`src/rtl/t1_tx_mux.sv`:
```
`timescale 1ns/1ps
module t1_tx_mux #(
  parameter int LATENCY = 10
) (
  input  logic       clk,
  input  logic       rst_n,
  input  logic       ser_data,
  input  logic       link_data,
  input  logic       sig_data,
  input  logic       fbit_pos,
  input  logic       sig_pos,
  input  logic [4:0] frame_idx,
  input  logic       cfg_esf,
  input  logic       cfg_ext_frame,
  input  logic       cfg_ext_sbit,
  input  logic       cfg_rbs_en,
  input  logic       cfg_nrz,
  output logic       tx_pos,
  output logic       tx_neg
);

  localparam int CRC_W = 6;
  localparam logic [7:0] ALIGN_PAT = 8'b0011_0100;
  localparam logic [7:0] FT_PAT    = 8'b0001_0101;
  localparam logic [7:0] S_PAT     = 8'b0001_1100;

  logic [CRC_W-1:0]   crc_run, crc_hold;
  logic [LATENCY-1:0] pipe;
  logic               mark;
  logic               gen_bit, frame_bit, pick;

  wire [2:0] quad    = frame_idx[4:2];
  wire [3:0] pair    = frame_idx[4:1];
  wire       quad_ok = quad < 3'd6;
  wire       pair_ok = pair < 4'd6;
  wire       sf_edge = fbit_pos && (frame_idx == 5'd0);

  function automatic logic [CRC_W-1:0] crc_step(logic [CRC_W-1:0] r, logic b);
    logic fb;
    fb = b ^ r[CRC_W-1];
    return {r[CRC_W-2:0], 1'b0} ^ {{(CRC_W-2){1'b0}}, fb, fb};
  endfunction

  always_comb begin
    gen_bit = 1'b0;
    if (cfg_esf) begin
      if (frame_idx[1:0] == 2'b11)
        gen_bit = quad_ok ? ALIGN_PAT[quad] : 1'b0;
      else if (frame_idx[1:0] == 2'b01)
        gen_bit = quad_ok ? crc_hold[3'd5 - quad] : 1'b0;
    end else if (pair_ok) begin
      gen_bit = frame_idx[0] ? S_PAT[pair[2:0]] : FT_PAT[pair[2:0]];
    end
  end

  always_comb begin
    if (cfg_esf)
      frame_bit = !frame_idx[0] ? link_data : (cfg_ext_frame ? ser_data : gen_bit);
    else if (!frame_idx[0])
      frame_bit = cfg_ext_frame ? ser_data : gen_bit;
    else
      frame_bit = cfg_ext_sbit ? link_data : gen_bit;
  end

  assign pick = fbit_pos ? frame_bit :
                (cfg_rbs_en && sig_pos) ? sig_data : ser_data;

  always_ff @(posedge clk or negedge rst_n) begin
    if (!rst_n) begin
      crc_run  <= '0;
      crc_hold <= '0;
    end else if (sf_edge) begin
      crc_hold <= crc_run;
      crc_run  <= crc_step('0, 1'b1);
    end else begin
      crc_run  <= crc_step(crc_run, fbit_pos ? 1'b1 : pick);
    end
  end

  always_ff @(posedge clk or negedge rst_n) begin
    if (!rst_n) pipe <= '0;
    else        pipe <= {pipe[LATENCY-2:0], pick};
  end

  wire line_bit = pipe[LATENCY-1];

  always_ff @(posedge clk or negedge rst_n) begin
    if (!rst_n) begin
      tx_pos <= 1'b0;
      tx_neg <= 1'b0;
      mark   <= 1'b0;
    end else if (cfg_nrz) begin
      tx_pos <= line_bit;
      tx_neg <= 1'b0;
    end else begin
      tx_pos <= line_bit & ~mark;
      tx_neg <= line_bit & mark;
      mark   <= mark ^ line_bit;
    end
  end

endmodule

```
`config.mk`:
```
export PLATFORM = sky130hd
export DESIGN_NAME = t1_tx_mux
export DESIGN_NICKNAME = d
export VERILOG_FILES = /design/src/rtl/t1_tx_mux.sv
export SDC_FILE = /design/constraint.sdc
export NUM_CORES = 1
export LEC_CHECK = 0
export ABC_AREA = 0
export BUFFER_PORTS_ARGS = -buffer_cell sky130_fd_sc_hd__buf_2
export CORE_UTILIZATION = 53
export DETAILED_ROUTE_END_ITERATION = 10
export GPL_ROUTABILITY_DRIVEN = 0
export PLACE_DENSITY_LB_ADDON = 0.05
export RECOVER_POWER = 100
export SLEW_MARGIN = 20
export SYNTH_ARGS = -nofsm -noshare
export SYNTH_HDL_FRONTEND = slang
export SYNTH_SLANG_ARGS = --single-unit
```
`constraint.sdc`:
```
create_clock -name clk -period 2 [get_ports clk]
set_clock_uncertainty 0.05 [all_clocks]
set_input_delay 0.1 -clock clk [delete_from_list [all_inputs] [get_ports clk]]
set_output_delay 0.1 -clock clk [all_outputs]
set_load 0.02 [all_outputs]
```
==> results of run 1 <==
-- flip-flops by register name, summed over array words and instances, names as in the netlist --
| name | cells |
|---|---|
| pipe | 10 |
| tx_neg | 1 |
| tx_pos | 1 |
| mark | 1 |
| crc_hold | 6 |
| crc_run | 6 |
-- stage by stage --
stage	instances	util [%]	cell area (sq um)	setup WS, ns
3_3_place_gp	125	64.8	1180	0.414
5_1_grt	131	67.3	1220	0.321
3_5_place_dp	125	64.8	1180	0.390
6_report	131	67.3	1220	0.409
2_1_floorplan	85	-	1080	0.514
4_1_cts	131	67.6	1230	0.392
-- critical path: stages, from the launching register on --
cell,delay (ns)
dfrtp_1,0.41
mux4_2,0.46
nor2b_1,0.14
o2111ai_1,0.17
a31oi_1,0.11
a21o_1,0.16
-- what timing repair did --
action / 4_1_cts / 5_1_grt
hold buffers: 2 / 0
setup endpoints to repair: 0 / 0
hold endpoints to repair: 27 / 0
-- path summary, 6_finish.rpt --
path | cells after the start | endpoint | from | slack (ns)
worst min-delay path | 2 | crc_run[0] | fbit_pos | 0.04
max in group asynchronous | 2 | tx_pos | rst_n | 0.65
worst min register to register | 0 | pipe[8] | pipe[7] | 0.31
worst max register to register | 5 | pipe[0] | crc_hold[4] | 0.41
worst max-delay path | 5 | pipe[0] | crc_hold[4] | 0.41
min in group asynchronous | 2 | crc_hold[5] | rst_n | 0.52
-- per-layer routing --
layer / up-vias / wire (microns) / track usage (%)
li1: 344 / - / -
met1: 330 / 787 / 25.3
met2: 15 / 731 / 27.8
met3: 0 / 80 / 8.85
met4: 0 / 0 / 4.00
met5: - / 0 / 0
-- power by group through the flow --
stage          clock, mW  combinational (mW)  sequential, mW
6_report           0.213               0.259           0.734
5_1_grt            0.245               0.298           0.753
4_1_cts            0.229               0.271           0.738
3_5_place_dp           0               0.266           0.747
3_3_place_gp           0               0.257           0.742
2_1_floorplan          0               0.192           0.726
-- kinds of logic (layout without fill, tap and decap cells) --
family          Yosys count  in the layout
fa+ha+maj                 4              4
compound gates           17             17
flops                    25             25
simple gates             22             22
mux                       9              9
buf+inv                   6             27
xor+xnor                  2              2
-- layout by cell type, fill, tap and decap left out, types with 2 or more instances in the layout --
cell type	n
dfrtp_1	25
buf_2	14
mux2_2	7
o21ai_0	6
nand2_1	4
and2_0	4
ha_1	4
clkbuf_1	4
inv_1	3
nor2_1	3
clkbuf_4	3
nand3_1	2
nor3b_1	2
nor2b_1	2
dlygate4sd3_1	2
-- final cells by class --
cell class                      instances  area share [%]
Clock buffer                            3            1.84
Clock inverter                          1           0.613
Inverter                                3           0.919
Multi-Input combinational cell         54            34.4
Sequential cell                        25            51.1
Tap cell                               25            2.55
Timing Repair Buffer                   20            8.58
==> results.toml, run 1 <==
[power_and_ir_drop]
clkPwrFrac_pct = 17.6
p_leak_nw = 0.574
power_mw = 1.21
switching_power_mw = 0.323
swShare_pct = 26.8
intPower_mw = 0.882
power_frac_seq_pct = 60.9
power_frac_comb_pct = 21.5
vdd_drop_max_uv = 697
power_density_nw_per_um2 = 984

[logic_synthesis]
synth_cell_types = 34
synth_cells = 85
synth_compound_area_share_pct = 10.8
synth_edf_count = 0
synthesis.yosys.warnings = 0
synth-xor-area-share_pct = 1.62
synth.net_count = 106
synth-seq-cells = 25
synth_area_per_cell_sq_um = 12.7
synth-adder-area-share_pct = 4.64
synth_top_family_by_area = "simple AND/OR/NAND/NOR gates"
synth-main-ff-cell = "dfrtp_1"
synth.area.top_cells = "dfrtp_1 58%, mux2_2 7.3%, ha_1 4.6%"
muxShareOfSynthArea_pct = 10.3
seq_area_frac_synth_pct = 58.0
yosysMostFrequentCell = "dfrtp_1"
synth_common_cells = "25 x dfrtp_1, 7 x mux2_2, 6 x o21ai_0"
async_reset_ff_share_pct = 100
yosys.area.top_type_share_pct = 58.0
synth_largest_area_cell = "dfrtp_1"
syn_area_sq_um = 1080
synth_simple_gate_area_share_pct = 11.7

[clocking]
cts_inserted_buffers = 3
clkTransAtPathRegs_ns = 0.12
clockRootBuffer = "clkbuf_4"
cts.sinks = 25
htree_num_levels = 1
cts_setup_buffers = 0
clockBufferDepth = 2
cts_resized = 0
cts_tree = "done"
insertion_delay_ns = 0.31

[sta]
rsz0062_at_grt = "false"
finalCriticalPeriod_ns = 1.59
finalMaxSlewViolations = 0
tightest_slew_ns = 1.25
hold_slack_ns = 0.0414
fmax_mhz = 628
tns_ns = 0
relSlewSlack_pct = 16.9
min_period_over_period_pct = 79.6
setup_viol = 0
finalHoldViolations = 0

[cells_and_area]
fillCellCount = 146
syn_to_final_growth_pct = 13.6
nNetsFinal = 128
antenna_cells = 0
drive_gt1_share_pct = 26.4
multi_input_area_sq_um = 422
ff_latch_area_sq_um = 626

[floorplan]
ioPinCount = 19
die_area_sq_um = 2220
fp.dieH_microns = 47.1
start_util_pct = 59.2
core_sq_um = 1820
die_w_microns = 47.1
rows = 15

[worst_setup_path]
crit_type = "flip-flop to flip-flop"
cp.required_ns = 2.17
path_max_fanout = 2
start_kind = "flip-flop"
cp-end-kind = "flip-flop"
cp.arrival_ns = 1.76

[global_routing]
grt-ovfl-total = 0
grt_pass1_vias = 656
grt_use_total_pct = 18.7
grt_max_degree = 26
antenna_found_initial = 0
grt_pass1_wl_microns = 2780

[job]
drv_cap = 0

[route]
vias = 689
vias_per_cell = 5.26
drtIter0Drc = 9
drc = 0
antenna_left = 0
dr.pass1.iters = 2
drt_wl_total_microns = 1600
wl_per_cell_microns = 12.2

[min_path]
hold_path.class = "primary input to flip-flop"

[placement]
hpwl_microns = 1180
numPortBuffers = 18

[run_status]
status = "completed"
Power figures use the tool's default switching activity.
==> run 2, diff against run 1 <==
- clock period: 2 -> 1.5 ns (I/O delays scaled with it)
==> run 2 against run 1 <==
Net effect: the flow now finishes with violations (setup timing); die area is the same; register-to-register slack lost 0.48 ns; cell count grew 5.3%; combinational power grew 50%; final area grew 4.7%; global-route usage grew 3.3 points; first-iteration DRC count shrank 11%; utilization grew 3.2 points; fmax grew 1.2%; non-clock buffer count grew 7; highest routed layer is now met4.
==> results.toml, run 2 (synthesized netlist as in run 1, its figures left out) <==
[worst_setup_path]
start_kind = "flip-flop"
slowest_delay_ns = 0.46
r2r-end = "pipe[0]"
worstRegToRegCells = 5
cpMaxStageDelayCell = "mux4_2"
cp.arrival_ns = 1.75
cp-end-kind = "flip-flop"
path_max_fanout = 2
r2r_start = "crc_hold[1]"
path_cells = "mux4_2, nor2b_4, o2111ai_2, a31oi_1, a21o_1"
r2r_slack_ns = -0.07
crit_type = "flip-flop to flip-flop"
cp.required_ns = 1.68

[sta]
setup_viol = 1
rsz0062_at_grt = "true"
finalHoldViolations = 0
tightest_slew_ns = 0.575
finalMaxSlewViolations = 0
hold_slack_ns = 0.0412
finalCriticalPeriod_ns = 1.57
setup_ws_ns = -0.0717
fmax_mhz = 636
min_period_over_period_pct = 105
relSlewSlack_pct = 61.7

[min_path]
hold_depth = 2
hold_path.class = "primary input to flip-flop"
hp-start = "fbit_pos"
holdPathEnd = "crc_run[0]"

[clocking]
clockRootBuffer = "clkbuf_4"
cts_tree = "done"
clkTransAtPathRegs_ns = 0.14
clockBufferDepth = 2
cts.sinks = 25
htree_num_levels = 1
cts_inserted_buffers = 3
cts_setup_buffers = 0
insertion_delay_ns = 0.32

[floorplan]
ioPinCount = 19
die_w_microns = 47.1
die_area_sq_um = 2220
start_util_pct = 59.2
core_sq_um = 1820
fp.dieH_microns = 47.1
rows = 15

[global_routing]
grt-ovfl-total = 0
grt_use_total_pct = 22.0
antenna_found_initial = 0
grt_max_degree = 26
grt_pass1_wl_microns = 3170
grt_pass1_vias = 742

[placement]
place_inst = 132
hpwl_microns = 1500
numPortBuffers = 18
place_area_sq_um = 1230

[cells_and_area]
final_common_cell = "dfrtp_1"
antenna_cells = 0
largest-register = "pipe"
fin_util_pct = 70.4
largestRegisters = "pipe x10, crc_hold x6, crc_run x6"
fin_cells = 138
final_cell_mix = "25 x dfrtp_1, 14 x buf_2, 7 x mux2_2, 6 x o21ai_0"
final_area_sq_um = 1280
largest_reg_flops = 10
nNetsFinal = 135
syn_to_final_growth_pct = 18.9
drive_gt1_share_pct = 31.9

[power_and_ir_drop]
power_mw = 1.66
vdd_drop_max_uv = 1060
p_leak_nw = 0.610
power_density_nw_per_um2 = 1300

[job]
drv_cap = 0

[route]
vias_per_cell = 5.38
dr.pass1.iters = 3
drtIter0Drc = 8
vias = 743
antenna_left = 0
drt_wl_total_microns = 1920
drc = 0
wl_per_cell_microns = 13.9

[run_status]
status = "finished with violations"
failed_checks = "setup timing"
run 2: routing by layer:
layer / GRT usage (%) / up-vias / wire, microns
li1: - / 359 / -
met1: 25.8 / 367 / 852
met2: 39.2 / 15 / 989
met3: 7.69 / 2 / 66
met4: 4.57 / 0 / 8
met5: 0 / - / 0
run 2: power breakdown:
part / total (mW) / internal, mW / leakage [nW] / switching [mW]
logic: 0.388 / 0.219 / 0.283 / 0.169
clock network: 0.291 / 0.0997 / 0.0177 / 0.192
registers: 0.982 / 0.877 / 0.310 / 0.105
total: 1.66 / 1.20 / 0.610 / 0.466
run 2: cell type report:
class | instances | area, sq um
sequential | 25 | 626
multi-input combinational | 54 | 435
inverter | 3 | 11.3
timing repair buffer | 27 | 151
tap | 25 | 31.3
clock buffer | 3 | 22.5
fill | 153 | 538
clock inverter | 1 | 5.00
run 2: worst max-delay path by stage:
stage / from / endpoint / slack [ns]
final: crc_hold[1] / pipe[0] / -0.07
after floorplan: crc_hold[4] / pipe[0] / 0.01
after CTS: crc_hold[1] / pipe[0] / -0.06
after global routing: crc_hold[1] / pipe[0] / -0.12
after detailed placement: crc_hold[4] / pipe[0] / -0.06
after global placement: crc_hold[5] / pipe[0] / -0.04
run 2: timing repair:
item                                   4_1_cts  5_1_grt
gates resized for setup                      2        0
setup endpoints to repair                    1        1
endpoints found under the hold margin       28        0
pin swaps                                    2        2
hold buffers                                 2        0
run 2: stage by stage:
stage               setup TNS (ns)  setup WS [ns]
global route                -0.116         -0.116
CTS                        -0.0638        -0.0638
global placement           -0.0352        -0.0352
finish                     -0.0717        -0.0717
detailed placement         -0.0931        -0.0581
floorplan                        0         0.0136
run 2: worst max-delay path: cells and delay by family, from the launching register on:
kind	cells	cell delay (ns)
AO/OA/AOI/OAI	3	0.42
AND/OR/NAND/NOR	1	0.14
multiplexers	1	0.46
flip-flops	1	0.41
